File: config.mk
export PLATFORM = sky130hd
export DESIGN_NAME = magic_wake_det
export DESIGN_NICKNAME = d
export VERILOG_FILES = /design/src/rtl/mw_pkg.sv /design/src/rtl/mw_power_gate.sv /design/src/rtl/mw_scanner.sv /design/src/rtl/mw_report.sv /design/src/rtl/magic_wake_det.sv
export SDC_FILE = /design/constraint.sdc
export NUM_CORES = 1
export LEC_CHECK = 0
export BUFFER_PORTS_ARGS = -buffer_cell sky130_fd_sc_hd__buf_2
export CAP_MARGIN = 20
export CELL_PAD_IN_SITES_DETAIL_PLACEMENT = 1
export CELL_PAD_IN_SITES_GLOBAL_PLACEMENT = 2
export CORE_MARGIN = 2
export CORE_UTILIZATION = 25
export CTS_CLUSTER_DIAMETER = 200
export DETAILED_ROUTE_END_ITERATION = 8
export PLACE_DENSITY = 0.86
export SETUP_SLACK_MARGIN = 0.15
export SYNTH_ARGS = -nofsm -noshare
export SYNTH_HDL_FRONTEND = slang
export SYNTH_SLANG_ARGS = --single-unit
File: constraint.sdc
create_clock -name clk -period 3.1 [get_ports clk]
set_input_delay 0.775 -clock clk [delete_from_list [all_inputs] [get_ports clk]]
set_output_delay 0.775 -clock clk [all_outputs]
set_load 0.03 [all_outputs]
File: src/rtl/mw_pkg.sv
package mw_pkg;

    typedef enum logic [2:0] {
        SC_IDLE,
        SC_HDR,
        SC_SYNC,
        SC_ADDR,
        SC_FOUND
    } scan_state_t;

    typedef enum logic [1:0] {
        PW_D0  = 2'b00,
        PW_D1  = 2'b01,
        PW_D2  = 2'b10,
        PW_D3  = 2'b11
    } pwr_state_t;

    localparam logic [7:0] SYNC_BYTE = 8'hFF;

endpackage

File: src/rtl/mw_power_gate.sv
module mw_power_gate
    import mw_pkg::*;
(
    input  logic [1:0] pwr_state,
    input  logic       wake_en,
    output logic       armed
);

    pwr_state_t ps;

    always_comb begin
        ps = pwr_state_t'(pwr_state);
        unique case (ps)
            PW_D0:   armed = wake_en;
            PW_D1:   armed = 1'b1;
            PW_D2:   armed = 1'b0;
            PW_D3:   armed = 1'b0;
            default: armed = 1'b0;
        endcase
    end

    // states other than D0/D1 never arm detection
    always_comb begin
        if (pwr_state[1]) begin
            assert (!armed) else $error("p_off_state_r8");
        end
    end

endmodule

File: src/rtl/mw_scanner.sv
module mw_scanner
    import mw_pkg::*;
#(
    parameter int HDR_BYTES  = 12,
    parameter int SYNC_LEN   = 6,
    parameter int ADDR_BYTES = 6,
    parameter int REPEATS    = 16
) (
    input  logic                    clk,
    input  logic                    rst_n,
    input  logic                    rx_valid,
    input  logic                    rx_sof,
    input  logic                    rx_eof,
    input  logic [7:0]              rx_byte,
    input  logic [ADDR_BYTES*8-1:0] station_addr,
    output logic                    found
);

    localparam int HDR_W  = $clog2(HDR_BYTES);
    localparam int SYNC_W = $clog2(SYNC_LEN);
    localparam int IDX_W  = $clog2(ADDR_BYTES);
    localparam int REP_W  = $clog2(REPEATS);

    localparam logic [HDR_W-1:0]  HDR_LAST  = HDR_W'(HDR_BYTES - 1);
    localparam logic [SYNC_W-1:0] SYNC_LAST = SYNC_W'(SYNC_LEN - 1);
    localparam logic [IDX_W-1:0]  IDX_LAST  = IDX_W'(ADDR_BYTES - 1);
    localparam logic [REP_W-1:0]  REP_LAST  = REP_W'(REPEATS - 1);

    scan_state_t       state_q, state_d;
    logic [HDR_W-1:0]  hdr_q,  hdr_d;
    logic [SYNC_W-1:0] ff_q,   ff_d;
    logic [IDX_W-1:0]  idx_q,  idx_d;
    logic [REP_W-1:0]  rep_q,  rep_d;
    logic [7:0]        exp_byte;
    logic              is_sync;
    logic              addr_hit;

    // expected address byte: most significant byte travels first
    always_comb begin
        exp_byte = station_addr[(ADDR_BYTES - 1 - int'(idx_q)) * 8 +: 8];
        is_sync  = (rx_byte == SYNC_BYTE);
        addr_hit = (rx_byte == exp_byte);
    end

    // next-state logic
    always_comb begin
        state_d = state_q;
        hdr_d   = hdr_q;
        ff_d    = ff_q;
        idx_d   = idx_q;
        rep_d   = rep_q;
        if (rx_valid) begin
            if (rx_eof) begin
                state_d = SC_IDLE;
            end else if (rx_sof) begin
                state_d = SC_HDR;
                hdr_d   = HDR_W'(1);
            end else begin
                unique case (state_q)
                    SC_IDLE: begin
                        state_d = SC_IDLE;
                    end
                    SC_HDR: begin
                        if (hdr_q == HDR_LAST) begin
                            state_d = SC_SYNC;
                            ff_d    = '0;
                        end else begin
                            hdr_d = hdr_q + HDR_W'(1);
                        end
                    end
                    SC_SYNC: begin
                        if (is_sync) begin
                            if (ff_q == SYNC_LAST) begin
                                state_d = SC_ADDR;
                                idx_d   = '0;
                                rep_d   = '0;
                            end else begin
                                ff_d = ff_q + SYNC_W'(1);
                            end
                        end else begin
                            ff_d = '0;
                        end
                    end
                    SC_ADDR: begin
                        if (addr_hit) begin
                            if (idx_q == IDX_LAST) begin
                                idx_d = '0;
                                if (rep_q == REP_LAST) begin
                                    state_d = SC_FOUND;
                                end else begin
                                    rep_d = rep_q + REP_W'(1);
                                end
                            end else begin
                                idx_d = idx_q + IDX_W'(1);
                            end
                        end else if (is_sync) begin
                            if (idx_q == '0 && rep_q == '0) begin
                                state_d = SC_ADDR;  // sync run keeps going
                            end else begin
                                state_d = SC_SYNC;
                                ff_d    = SYNC_W'(1);
                            end
                        end else begin
                            state_d = SC_SYNC;
                            ff_d    = '0;
                        end
                    end
                    SC_FOUND: begin
                        state_d = SC_FOUND;
                    end
                    default: begin
                        state_d = SC_IDLE;
                    end
                endcase
            end
        end
    end

    // state register
    always_ff @(posedge clk) begin
        if (!rst_n) begin
            state_q <= SC_IDLE;
            hdr_q   <= '0;
            ff_q    <= '0;
            idx_q   <= '0;
            rep_q   <= '0;
        end else begin
            state_q <= state_d;
            hdr_q   <= hdr_d;
            ff_q    <= ff_d;
            idx_q   <= idx_d;
            rep_q   <= rep_d;
        end
    end

    // outputs
    always_comb begin
        found = (state_q == SC_FOUND);
    end

    // a start-of-frame beat (not also end) always restarts header skip
    p_sof_restart_r12: assert property (@(posedge clk) disable iff (!rst_n)
        (rx_valid && rx_sof && !rx_eof) |=> (state_q == SC_HDR));

    // FOUND can only be entered from address comparison
    p_found_from_addr_r2: assert property (@(posedge clk) disable iff (!rst_n)
        (rx_valid && !rx_eof && !rx_sof && state_q == SC_SYNC) |=> (state_q != SC_FOUND));

    // byte index stays inside the address
    p_idx_range_r2: assert property (@(posedge clk) disable iff (!rst_n)
        (state_q == SC_ADDR) |-> (int'(idx_q) < ADDR_BYTES));

    // an end-of-frame beat always returns the scanner to idle
    p_eof_idle_r13: assert property (@(posedge clk) disable iff (!rst_n)
        (rx_valid && rx_eof) |=> (state_q == SC_IDLE));

endmodule

File: src/rtl/mw_report.sv
module mw_report (
    input  logic clk,
    input  logic rst_n,
    input  logic eof_beat,
    input  logic found,
    input  logic frame_good,
    input  logic armed,
    input  logic sts_clr,
    output logic wake_pulse,
    output logic wake_sts
);

    logic fire;

    always_comb begin
        fire = eof_beat & found & frame_good & armed;
    end

    always_ff @(posedge clk) begin
        if (!rst_n) begin
            wake_pulse <= 1'b0;
            wake_sts   <= 1'b0;
        end else begin
            wake_pulse <= fire;
            wake_sts   <= fire | (wake_sts & ~sts_clr);
        end
    end

    // the pulse never lasts two cycles
    p_pulse_single_r1: assert property (@(posedge clk) disable iff (!rst_n)
        wake_pulse |=> !wake_pulse);

    // status is high whenever the pulse is
    p_pulse_sets_sts_r5: assert property (@(posedge clk) disable iff (!rst_n)
        wake_pulse |-> wake_sts);

    // without a clear, the status holds
    p_sticky_hold_r11: assert property (@(posedge clk) disable iff (!rst_n)
        (wake_sts && !sts_clr) |=> wake_sts);

    // a pulse follows only a good-CRC end-of-frame beat
    p_good_crc_r9: assert property (@(posedge clk) disable iff (!rst_n)
        $rose(wake_pulse) |-> ($past(frame_good) && $past(eof_beat)));

endmodule

File: src/rtl/magic_wake_det.sv
module magic_wake_det
    import mw_pkg::*;
#(
    parameter int HDR_BYTES  = 12,
    parameter int SYNC_LEN   = 6,
    parameter int ADDR_BYTES = 6,
    parameter int REPEATS    = 16
) (
    input  logic                    clk,
    input  logic                    rst_n,
    input  logic                    rx_valid,
    input  logic                    rx_sof,
    input  logic                    rx_eof,
    input  logic [7:0]              rx_byte,
    input  logic                    frame_good,
    input  logic [ADDR_BYTES*8-1:0] station_addr,
    input  logic [1:0]              pwr_state,
    input  logic                    wake_en,
    input  logic                    sts_clr,
    output logic                    wake_pulse,
    output logic                    wake_sts
);

    logic armed;
    logic found;
    logic eof_beat;

    always_comb begin
        eof_beat = rx_valid & rx_eof;
    end

    mw_power_gate u_gate (
        .pwr_state (pwr_state),
        .wake_en   (wake_en),
        .armed     (armed)
    );

    mw_scanner #(
        .HDR_BYTES  (HDR_BYTES),
        .SYNC_LEN   (SYNC_LEN),
        .ADDR_BYTES (ADDR_BYTES),
        .REPEATS    (REPEATS)
    ) u_scan (
        .clk          (clk),
        .rst_n        (rst_n),
        .rx_valid     (rx_valid),
        .rx_sof       (rx_sof),
        .rx_eof       (rx_eof),
        .rx_byte      (rx_byte),
        .station_addr (station_addr),
        .found        (found)
    );

    mw_report u_rep (
        .clk        (clk),
        .rst_n      (rst_n),
        .eof_beat   (eof_beat),
        .found      (found),
        .frame_good (frame_good),
        .armed      (armed),
        .sts_clr    (sts_clr),
        .wake_pulse (wake_pulse),
        .wake_sts   (wake_sts)
    );

    // a pulse requires detection armed on the previous beat
    p_pulse_armed_r6: assert property (@(posedge clk) disable iff (!rst_n)
        $rose(wake_pulse) |-> $past(armed));

endmodule

After elaboration in Yosys (flattened, before gate mapping)
Cells that the tools add are included.
Widths: inputs -> output; s select.
- bits in latches: 0
- bits in writable memories: 0
- output and inout bits: 2
- logic and storage cells: 96
- memories kept: 0
- bits in registers: 19
- ROM bits: 0
- input port bits: 66
- reduce and logical (&&, ||, !) cells: 13
- bitwise logic cells: 9
- eq/ne operators: 28
- magnitude comparators: 0
- muxes and demuxes: 33
- div/mod/pow operators: 0
- add/subtract/negate cells: 5
- multiply operators: 0
- shift operators: 1
- operators by type and width (cell ; count):
    $mux 3 ; 18
    $shiftx 48x32->8 ; 1
    $mux 4 ; 8
    $ne 4x3->1 const B ; 3
    $pmux 3 s4 ; 1
    $ne 2x1->1 const B ; 5
    $ne 5x5->1 const B ; 2
    $eq 3x3->1 const B ; 3
    $pmux 3 s3 ; 1
    $reduce_and 9->1 ; 1
    $add 4x1->4 const B ; 2
    $eq 4x4->1 const B ; 2
    $eq 8x8->1 ; 1
    $eq 8x8->1 const B ; 1
    $pmux 4 s2 ; 1
    $reduce_and 8->1 ; 1
    $reduce_and 7->1 ; 1
    $add 3x1->3 const B ; 2
    $eq 3x2->1 const B ; 2
    $ne 2x2->1 const B ; 3
    $ne 3x3->1 const B ; 2
    $pmux 3 s2 ; 1
    $reduce_and 6->1 ; 1
    $and 1x1->1 ; 5
    other kinds (16) ; 21

Longest topological paths before layout
Gate-level depths: netlist (run 1).
- depth in word-level cells: 8
- depth in mapped cells: 11
- mapped depth without buffers: 9

Cells and area by module
A second synthesis (run 1) with hierarchy kept.
- cell total of the unflattened synthesis: 221
- area total of the unflattened synthesis: 1771.7 um^2
- modules (own cells, without submodules) (module ; area each (um^2) ; cells each ; seq. area each (um^2) ; instances):
    mw_scanner ; 1690.4 ; 212 ; 340.3 ; 1
    mw_report ; 65.1 ; 7 ; 40.0 ; 1
    mw_power_gate ; 10.0 ; 1 ; 0.0 ; 1
    magic_wake_det ; 6.3 ; 1 ; 0.0 ; 1

Worst setup path after synthesis (run 1)
OpenSTA, ideal clock, no wires.
- path kind: flip-flop to flip-flop
- start point: reg u_scan.idx_q[1]
- end point: reg u_scan.rep_q[0]
- clock period less this slack: 3.121 ns
- stages on the path, launching flop included: 11
- path slack: -0.021 ns
- library setup time: 0.086 ns
- arrival: 3.036 ns
- data required time: 3.014 ns
- buffers on the path: 1
- path through: dfxtp_1 > inv_1 > ha_1 > buf_6 > nor3b_1 > a222oi_1 > xnor2_1 > a2111oi_4 > nand3_1 > or3_1 > a211oi_1
- longest elaborated chain between the ends: 5
- elaborated cells on any way between the ends: 7
- classes of those cells: add/sub (1); eq/ne (4); shift (1); reduce/logical (1)
- ends and longest elaborated chain (element ; RTL line ; RTL):
    from (decl) ; mw_scanner.sv:32 ; logic [IDX_W-1:0] idx_q, idx_d;
    from (signal assigned) ; mw_scanner.sv:131 ; idx_q <= idx_d;
    $sub 3x3->4 ; mw_scanner.sv:40 ; exp_byte = station_addr[(ADDR_BYTES - 1 - int'(idx_q)) * 8 +: 8];
    $shiftx 48x32->8 ; mw_scanner.sv:40 ;
    $eq 8x8->1 ; mw_scanner.sv:42 ; addr_hit = (rx_byte == exp_byte);
    $ne 2x1->1 (no source line) ; -- ;
    $reduce_and 9->1 (no source line) (*) ; -- ;
    to (signal assigned) ; mw_scanner.sv:132 ; rep_q <= rep_d;
    to (decl) ; mw_scanner.sv:33 ; logic [REP_W-1:0] rep_q, rep_d;
Every way passes the cells marked *; elsewhere a longest branch is shown, timed or not.
A chain may end at the register's enable or synchronous reset.

Worst setup path after layout (run 1)
- start point: reg u_scan.idx_q[1]
- end point: reg u_scan.idx_q[0]
- longest elaborated chain between the ends: 5
- elaborated cells on any way between the ends: 9
- classes of those cells: add/sub (1); eq/ne (3); shift (1); mux (3); reduce/logical (1)
- ends and longest elaborated chain (element ; RTL line):
    $sub 3x3->4 ; mw_scanner.sv:40
    $shiftx 48x32->8 ; mw_scanner.sv:40
    $eq 8x8->1 ; mw_scanner.sv:42
    $ne 2x1->1 (no source line) ; --
    $reduce_and 7->1 (no source line) ; --
Parallel ways exist; a longest one is shown, timed or not. The select of a mux whose other input is x is not followed.

==> results of run 1 <==
==> path summary, 6_finish.rpt <==
kind | end | slack (ns)
min | u_scan.ff_q[1] | 0.49
min reg2reg | u_scan.ff_q[1] | 0.49
max | u_scan.idx_q[0] | -0.07
max reg2reg | u_scan.idx_q[0] | -0.07
==> registers in the layout, indices dropped and copies added, names as in the netlist <==
signal and cells:
u_rep.wake_sts 1, u_scan.ff_q 3, u_scan.idx_q 3, u_rep.wake_pulse 1
u_scan.rep_q 4, u_scan.hdr_q 4, u_scan.state_q 3
==> final cells by class <==
cell class,instances,area [µm²]
Clock inverter,1,5.00
Tap cell,80,100
Clock buffer,3,41.3
Inverter,12,45.0
Fill cell,823,4280
Sequential cell,19,383
Multi-Input combinational cell,166,1350
Timing Repair Buffer,92,552
==> logic make-up (layout without fill, tap and decap cells) <==
group	after synthesis	after routing	share of synthesized area
muxes	28	28	0.184
xor gates and xnor gates	6	6	0.0302
DFF	19	19	0.218
AOI/OAI and AO/OA	47	47	0.220
adders and majority gates	9	9	0.0646
and+or+nand+nor	76	76	0.231
buffers and inverters	20	108	0.0524
==> per-stage QoR <==
| step | setup WS, ns | instances | utilization | hold slack [ns] |
|---|---|---|---|---|
| after floorplan | 0.121 | 205 | - | 0.451 |
| after global placement | -0.183 | 356 | 0.332 | 0.466 |
| after detailed placement | -0.230 | 356 | 0.332 | 0.482 |
| after CTS | -0.0772 | 368 | 0.356 | 0.501 |
| after global routing | -0.183 | 373 | 0.367 | 0.518 |
| final | -0.0736 | 373 | 0.367 | 0.488 |
==> cells in the final DEF (no fill, tap or decap), types with 2 or more instances in the layout <==
master | synthesis | final
nor3_1 | 7 | 7
dfxtp_2 | 0 | 2
clkbuf_8 | 0 | 3
a41o_1 | 2 | 2
nand2b_1 | 3 | 3
or3_1 | 5 | 4
ha_1 | 9 | 8
buf_4 | 0 | 22
or4_1 | 3 | 3
nor2b_1 | 4 | 4
mux2_4 | 3 | 4
o221ai_2 | 0 | 2
nand4_1 | 5 | 5
a22o_1 | 2 | 2
a222oi_1 | 6 | 6
o21bai_1 | 2 | 2
buf_12 | 0 | 2
nor2_1 | 9 | 9
nor3b_1 | 3 | 2
nand3_1 | 9 | 9
a21oi_1 | 9 | 8
o2111ai_1 | 2 | 2
inv_1 | 12 | 11
mux2_1 | 9 | 9
buf_2 | 1 | 67
nor4_1 | 5 | 4
mux2_2 | 11 | 10
dfxtp_1 | 19 | 17
o31ai_1 | 2 | 2
a21oi_2 | 1 | 2
mux2i_1 | 5 | 5
nand2_1 | 18 | 17
a2111oi_4 | 2 | 2
xnor2_1 | 6 | 6
nand3b_1 | 2 | 2
o21ai_0 | 7 | 7
==> where the power goes <==
| group | switching [mW] | total [mW] | internal (mW) |
|---|---|---|---|
| Sequential | 0.00200 | 0.247 | 0.245 |
| Clock | 0.0994 | 0.189 | 0.0900 |
| Combinational | 0.0553 | 0.117 | 0.0613 |
| Total | 0.157 | 0.553 | 0.397 |
==> worst reg2reg max path: cells and delay by family, from the launching register on <==
family | cells | cell delay, ns
AO/OA/AOI/OAI | 3 | 0.78
adder cells (fa/ha/maj) | 1 | 0.21
buffers and inverters | 5 | 0.66
flip-flops | 1 | 0.34
multiplexers | 1 | 0.30
AND/OR/NAND/NOR | 3 | 0.81
==> what timing repair did <==
action / 4_1_cts / 5_1_grt
pin swaps: 9 / 15
cloned: 0 / 0
setup endpoints to repair: 13 / 13
gates resized for setup: 9 / 7
buffers inserted: 8 / 5
==> metal layers <==
layer / up-vias / global-route usage / wire length, µm
met4: 0 / 0.0517 / 109
li1: 963 / - / -
met1: 898 / 0.179 / 2450
met5: - / 0 / 0
met3: 9 / 0.0180 / 357
met2: 70 / 0.272 / 2910
==> reports/results.ini, run 1 <==
[status]
status = finished with violations
violations = setup timing

[synthesis]
synth.distinct_cells = 46
yosysWarningCount = 0
ys_ff_latch = 19
synth_most_common_cell = dfxtp_1
async_flop_share = 0
synth_common_cells = dfxtp_1 (19), nand2_1 (18), inv_1 (12), mux2_2 (11)
synth_area_leaders = dfxtp_1 (22%), mux2_2 (7.1%), ha_1 (6.5%)
synth_edf_count = 0
ys_seq_area_frac = 0.218
yosysTopAreaCell = dfxtp_1
synth-main-ff-cell = dfxtp_1
synth_top_area_share = 0.218
syn_avg_cell_area_um2 = 8.50
netlist_instances = 205
syn-cell-area_um2 = 1740
synth_nets = 280

[power]
power_mw = 0.553
irDropWorstVdd_mv = 0.115
powerDensity_nw_per_um2 = 223
leakage_nw = 1.04

[grt]
antenna_found_initial = 0
grt_pass1_wl_um = 9080
grt.total_usage = 0.149
grt.overflow.total = 0
grt_max_degree = 18
grt_pass1_vias = 1948

[clock_tree]
clk_latency_ns = 0.27
clk_pin_slew_ns = 0.08
clockBufferDepth = 2
hold_buffers = 0
cts_tree = done
cts_buffers = 3
cts_root_buf = clkbuf_8
cts_sinks = 19
cts.htree.levels = 1

[timing]
finalCritPeriodShare = 1.02
fmax_mhz = 315
setup_tns_ns = -0.172
period_needed_ns = 3.17
slew_viol_final = 0
rsz0062_at_grt = true
maxSlewHeadroom = 0.546
hold_violations = 0
finClkSkew_ns = 0.00336
setup_ws_ns = -0.0736
tightest_slew_ns = 0.664
finalSetupViolations = 5

[route]
vias = 1940
dr.pass1.iters = 4
wl_um = 5820
route.detailed.drc = 0
viasPerCell = 5.20
routedWlPerCell_um = 15.6
ant_nets = 0
drt_iter0_drc = 65

[setup_path]
criticalPathCategory = reg2reg
r2r_cells = 13
start_kind = register
critPathLaunch = u_scan.idx_q[1]
cp_cell_sequence = inv_2 > ha_4 > buf_12 > buf_12 > buf_4 > mux2_1 > a22o_1 > or3_1 > a2111oi_4 > buf_4 > nand2_2 > or4_1 > a21oi_1
worst_path_max_delay_cell = a2111oi_4
required_ns = 3.30
worstReg2RegStart = u_scan.idx_q[1]
crit_family = simple AND/OR/NAND/NOR gates
cp.buffers_inverters = 5
path_depth = 13
end_kind = register
crit_fanout = 7
arrival_ns = 3.37
slowest_delay_ns = 0.44

[layout]
fin_nets = 369
area_growth_pct = 42.3
drive_above_1_share = 0.444
antenna_cells = 0
final_area_um2 = 2480

[job]
maxCapViolations = 0

[min_path]
hold_start = u_scan.ff_q[1]
hp-class = reg2reg
whs_path_depth = 2

[die]
die_area_um2 = 7660
num_rows = 30
fp.dieW_um = 87.5
fp.dieH_um = 87.5
core_area_um2 = 6760
start_util = 0.258
ios = 68

[placed_design]
dpl-instance-area_um2 = 2250
port_buffers = 67
dp_hpwl_um = 4460
place.gp.congestion = 0.779

(Power assumes the default switching activity.)
==> run 2, diff against run 1 <==
--- a/config.mk
+++ b/config.mk
@@ -13,8 +13,10 @@
 export CORE_UTILIZATION = 25
 export CTS_CLUSTER_DIAMETER = 200
 export DETAILED_ROUTE_END_ITERATION = 8
+export GPL_TIMING_DRIVEN = 0
 export PLACE_DENSITY = 0.86
 export SETUP_SLACK_MARGIN = 0.15
+export SKIP_CTS_REPAIR_TIMING = 1
 export SYNTH_ARGS = -nofsm -noshare
 export SYNTH_HDL_FRONTEND = slang
 export SYNTH_SLANG_ARGS = --single-unit
==> run 2 against run 1 <==
  * Clock power is essentially flat
  * Critical path type unchanged
  * Largest cell class unchanged
  * Utilization grew 0.22 points
  * The run still ends with setup timing left
  * Clock skew grew 0.00067 ns
  * Critical path depth grew 1
  * Highest routed layer unchanged
  * Non-clock buffer count shrank 4
==> reports/results.ini, run 2 (same netlist as run 1, synthesis figures left out) <==
[setup_path]
r2r_cells = 14  ; +1
timing.rr.end = u_scan.state_q[2]
arrival_ns = 3.43  ; +0.06 ns
crit_fanout = 6  ; -1
critical-path-top-cell-by-count = buf_4
start_kind = register
worstReg2RegStart = u_scan.idx_q[1]
cp_cell_sequence = inv_4 > ha_4 > buf_6 > buf_8 > buf_4 > mux2_4 > a222oi_1 > xnor2_1 > a2111oi_4 > buf_4 > buf_4 > a311oi_4 > a21oi_1 > a41o_1
criticalPathCategory = reg2reg
regToRegSetupSlack_ns = -0.16  ; -0.09 ns
worst_path_max_delay_cell = a222oi_1
required_ns = 3.27  ; -0.03 ns
slowest_delay_ns = 0.47  ; +0.03 ns
end_kind = register

[timing]
fmax_mhz = 307  ; -2.6%
finalSetupViolations = 10  ; +5
hold_violations = 0  ; unchanged
maxSlewHeadroom = 0.524  ; -0.0222
rsz0062_at_grt = true
period_needed_ns = 3.26  ; +0.0855 ns
setup_tns_ns = -1.17  ; -0.999 ns
finalCritPeriodShare = 1.05  ; +0.0276
slew_viol_final = 0  ; unchanged
whs_ns = 0.490  ; +0.00161 ns
setup_ws_ns = -0.159  ; -0.0855 ns
finClkSkew_ns = 0.00403  ; +0.000669 ns
tightest_slew_ns = 0.710  ; +0.0457 ns

[route]
wl_met2_um = 3080  ; +6.0%
ant_nets = 0  ; unchanged
drt_iter0_drc = 113  ; +74%
top_layer_used = met4
met3_wirelength_um = 362  ; +1.4%
wl_um = 6170  ; +5.9%
viasPerCell = 5.37  ; +3.3%
wl_met1_um = 2660  ; +8.8%
route.detailed.drc = 0  ; unchanged
routedWlPerCell_um = 16.7  ; +7.0%
dr.pass1.iters = 4  ; unchanged
vias = 1982  ; +2.2%

[grt]
grt.overflow.total = 0  ; unchanged
grt_pass1_vias = 1794  ; -7.9%
antenna_found_initial = 0  ; unchanged
grt_pass1_wl_um = 8670  ; -4.5%
grt.total_usage = 0.143  ; -0.00642
grt_max_degree = 12  ; -6

[layout]
area_growth_pct = 43.1
register_area_um2 = 385  ; +0.65%
fin_nets = 365  ; -1.1%
fillers = 798  ; -3.0%
final_area_um2 = 2490  ; +0.61%
finalNonFillerCells = 369  ; -1.1%
reg_top3 = u_scan.hdr_q: 4 flops, u_scan.rep_q: 4 flops
antenna_cells = 0  ; unchanged
final_cell_mix = buf_2 (66), nand2_1 (18), dfxtp_1 (17)
multi_input_area_um2 = 1390  ; +2.7%
drive_above_1_share = 0.433  ; -0.0112
layout_commonest_cell = buf_2
fin_util = 0.369  ; +0.00222

[die]
core_area_um2 = 6760  ; unchanged
fp.dieW_um = 87.5  ; unchanged
fp.dieH_um = 87.5  ; unchanged
die_area_um2 = 7660  ; unchanged
num_rows = 30  ; unchanged
ios = 68  ; unchanged
start_util = 0.258  ; unchanged

[clock_tree]
cts_buffers = 3  ; unchanged
cts_root_buf = clkbuf_8
cts_sinks = 19  ; unchanged
cts.htree.levels = 1  ; unchanged
clk_pin_slew_ns = 0.08  ; about the same
clockBufferDepth = 2  ; unchanged
cts_tree = done
clk_latency_ns = 0.27  ; about the same

[placed_design]
dpl-instance-area_um2 = 2180  ; -3.0%
dp_cells = 350  ; -1.7%
port_buffers = 65  ; -3.0%
place.gp.congestion = 0.807  ; +3.6%
dp_slack_ns = -0.500  ; -0.270 ns
dp_hpwl_um = 4510  ; +1.1%

[power]
power_mw = 0.558  ; +0.83%
irDropWorstVdd_mv = 0.124  ; +7.8%
leakage_nw = 1.01  ; -2.6%
powerDensity_nw_per_um2 = 224  ; +0.22%

[status]
status = finished with violations
violations = setup timing

[min_path]
hold_start = u_scan.ff_q[1]
hp-class = reg2reg
whs_path_depth = 2  ; unchanged
hold_end = u_scan.ff_q[1]

[job]
maxCapViolations = 0  ; unchanged

## run 2: changes by cell type in the layout (fill, tap and decap cells not counted), sizes merged
cell    delta
buf       -10
clkbuf     +6
## run 2: cell type report
type	instances	share of cell area
clock buffer	3	0.0165
sequential	19	0.154
tap	80	0.0401
multi-input combinational	166	0.557
inverter	12	0.0191
timing repair buffer	80	0.191
buffer	8	0.0201
clock inverter	1	0.00201
## run 2: routing by layer
layer | global-route usage | up-vias
li1 | - | 963
met1 | 0.178 | 946
met2 | 0.259 | 68
met3 | 0.0171 | 5
met4 | 0.0350 | 0
met5 | 0 | -
## run 2: power breakdown
part           switching [mW]  internal [mW]  total (mW)
combinational          0.0594         0.0624       0.122
clock                   0.101         0.0900       0.191
sequential            0.00100          0.244       0.245
## run 2: worst max-delay path: cells and delay by family, from the launching register on
family | cells | cell delay (ns)
xor+xnor | 1 | 0.22
buf+inv | 6 | 0.72
flops | 1 | 0.40
fa+ha+maj | 1 | 0.26
mux | 1 | 0.28
compound gates | 5 | 1.27
## run 2: worst max path at each step
stage,startpoint,end,depth (start not counted)
final,u_scan.idx_q[1],u_scan.state_q[2],14
after global routing,u_scan.idx_q[1],u_scan.state_q[2],14
after CTS,u_scan.idx_q[1],u_scan.rep_q[3],11
after detailed placement,u_scan.idx_q[1],u_scan.rep_q[3],11
after global placement,u_scan.idx_q[1],u_scan.rep_q[2],11
after floorplan,u_scan.idx_q[1],u_scan.rep_q[0],11
==> run 3, diff against run 2 <==
--- a/config.mk
+++ b/config.mk
@@ -15,6 +15,7 @@
 export DETAILED_ROUTE_END_ITERATION = 8
 export GPL_TIMING_DRIVEN = 0
 export PLACE_DENSITY = 0.86
+export REMOVE_ABC_BUFFERS = 1
 export SETUP_SLACK_MARGIN = 0.15
 export SKIP_CTS_REPAIR_TIMING = 1
 export SYNTH_ARGS = -nofsm -noshare
==> run 3 against run 2 <==
  * The flow now finishes without violations
  * First-iteration DRC count down 39%
  * Clock skew fell by 0.0027 ns
  * Cell count decreased by 0.54%
  * Register-to-register slack gained 0.21 ns
  * Die area is the same
  * Sequential share of layout area is essentially flat
  * Highest routed layer unchanged
  * Critical endpoint is now u_scan.state_q[1]
  * Utilization about the same
  * Largest power group unchanged
==> reports/results.ini, run 3 (same netlist as run 1, synthesis figures left out) <==
[setup_path]
crit_family = compound AO/OA/AOI/OAI gates
criticalPathCategory = reg2reg
arrival_ns = 3.21  ; -0.22 ns
cp_cell_sequence = inv_4 > ha_4 > buf_6 > mux2_1 > a22o_1 > or3_1 > a2111oi_4 > buf_6 > buf_4 > a311oi_4 > buf_4 > a41o_1
start_kind = register
slowest_delay_ns = 0.39  ; -0.08 ns
worst_path_max_delay_cell = dfxtp_4
cp.buffers_inverters = 5  ; -1
crit_fanout = 6  ; unchanged
end_kind = register
required_ns = 3.26  ; about the same

[placed_design]
dpl-instance-area_um2 = 2130  ; -2.2%
dp_hpwl_um = 4340  ; -3.8%
place.gp.congestion = 0.741  ; -8.2%
dp_slack_ns = -1.01  ; -0.507 ns
port_buffers = 67  ; +3.1%

[clock_tree]
clk_latency_ns = 0.26  ; about the same
cts_root_buf = clkbuf_8
clockBufferDepth = 2  ; unchanged
cts_sinks = 19  ; unchanged
cts_tree = done
clk_pin_slew_ns = 0.08  ; about the same
cts_buffers = 3  ; unchanged
cts.htree.levels = 1  ; unchanged

[status]
status = complete, no violations

[die]
fp.dieW_um = 87.5  ; unchanged
core_area_um2 = 6760  ; unchanged
ios = 68  ; unchanged
num_rows = 30  ; unchanged
fp.dieH_um = 87.5  ; unchanged
die_area_um2 = 7660  ; unchanged
start_util = 0.258  ; unchanged

[layout]
fin_nets = 363  ; -0.55%
final_cell_mix = buf_2 (67), nand2_1 (18), dfxtp_1 (16), buf_4 (12), inv_1 (11)
layout_commonest_cell = buf_2
fillers = 822  ; +3.0%
area_growth_pct = 43.3
reg_top3 = u_scan.hdr_q: 4 flops, u_scan.rep_q: 4 flops
antenna_cells = 0  ; unchanged
final_area_um2 = 2500  ; +0.10%
drive_above_1_share = 0.456  ; +0.0239
fin_util = 0.370  ; +0.000371

[power]
powerDensity_nw_per_um2 = 222  ; -0.78%
irDropWorstVdd_mv = 0.154  ; +24%
leakage_nw = 1.02  ; +0.72%

[timing]
hold_violations = 0  ; unchanged
tightest_slew_ns = 0.765  ; +0.0554 ns
maxSlewHeadroom = 0.487  ; -0.0369
finClkSkew_ns = 0.00134  ; -0.00269 ns
slew_viol_final = 0  ; unchanged
finalCritPeriodShare = 0.982  ; -0.0691
finalSetupViolations = 0  ; -10
period_needed_ns = 3.04  ; -0.214 ns
fmax_mhz = 328  ; +7.0%
setup_ws_ns = 0.0550  ; +0.214 ns
rsz0062_at_grt = true

[route]
dr.pass1.iters = 4  ; unchanged
vias = 1923  ; -3.0%
wl_um = 6120  ; -0.71%
route.detailed.drc = 0  ; unchanged
routedWlPerCell_um = 16.7  ; -0.17%
drt_iter0_drc = 69  ; -39%
ant_nets = 0  ; unchanged
viasPerCell = 5.24  ; -2.4%

[job]
maxCapViolations = 0  ; unchanged

[min_path]
hp-class = reg2reg

[grt]
grt_pass1_vias = 1771  ; -1.3%
grt_max_degree = 18  ; +6
grt.overflow.total = 0  ; unchanged
grt_pass1_wl_um = 8580  ; -1.0%
grt.total_usage = 0.141  ; -0.00223
antenna_found_initial = 0  ; unchanged

==> run 3: final timing paths <==
check	start	endpoint	slack, ns	depth (start not counted)
max	u_scan.idx_q[1]	u_scan.state_q[1]	0.06	12
min	u_scan.ff_q[1]	u_scan.ff_q[1]	0.48	2
max reg2reg	u_scan.idx_q[1]	u_scan.state_q[1]	0.06	12
min reg2reg	u_scan.ff_q[1]	u_scan.ff_q[1]	0.48	2
==> run 3: layout make-up <==
class	count	area, µm²	area share
multi-input combinational	166	1410	0.566
timing repair buffer	86	504	0.202
sequential	19	387	0.155
tap	80	100	0.0401
inverter	12	47.5	0.0190
clock buffer	4	45.0	0.0180
==> run 3: per-stage QoR <==
| step | hold slack [ns] | cells | power [mW] | setup TNS [ns] |
|---|---|---|---|---|
| 5_1_grt | 0.515 | 367 | 0.578 | -0.415 |
| 3_5_place_dp | 0.468 | 344 | 0.362 | -10.85 |
| 4_1_cts | 0.490 | 348 | 0.549 | -11.34 |
| 6_report | 0.483 | 367 | 0.554 | 0 |
| 2_1_floorplan | 0.451 | 197 | 0.303 | -1.03 |
| 3_3_place_gp | 0.462 | 344 | 0.359 | -9.80 |
==> run 3: power by group <==
group | switching (mW) | total (mW) | internal [mW] | leakage [nW]
Sequential | 0.00206 | 0.246 | 0.244 | 0.155
Combinational | 0.0580 | 0.123 | 0.0653 | 0.839
Clock | 0.0926 | 0.184 | 0.0917 | 0.0228
==> run 3: worst min-delay path, cell delays in order (launching register included) <==
cell     delay, ns
dfxtp_1       0.33
nand2_1       0.06
mux2i_1       0.05
==> run 3: layer usage <==
layer,vias to the layer above,global-route usage,part of all wire
met4,0,0.0364,0.0062
met3,4,0.0209,0.062
met5,-,0,0
met2,71,0.253,0.49
li1,953,-,-
met1,895,0.174,0.44
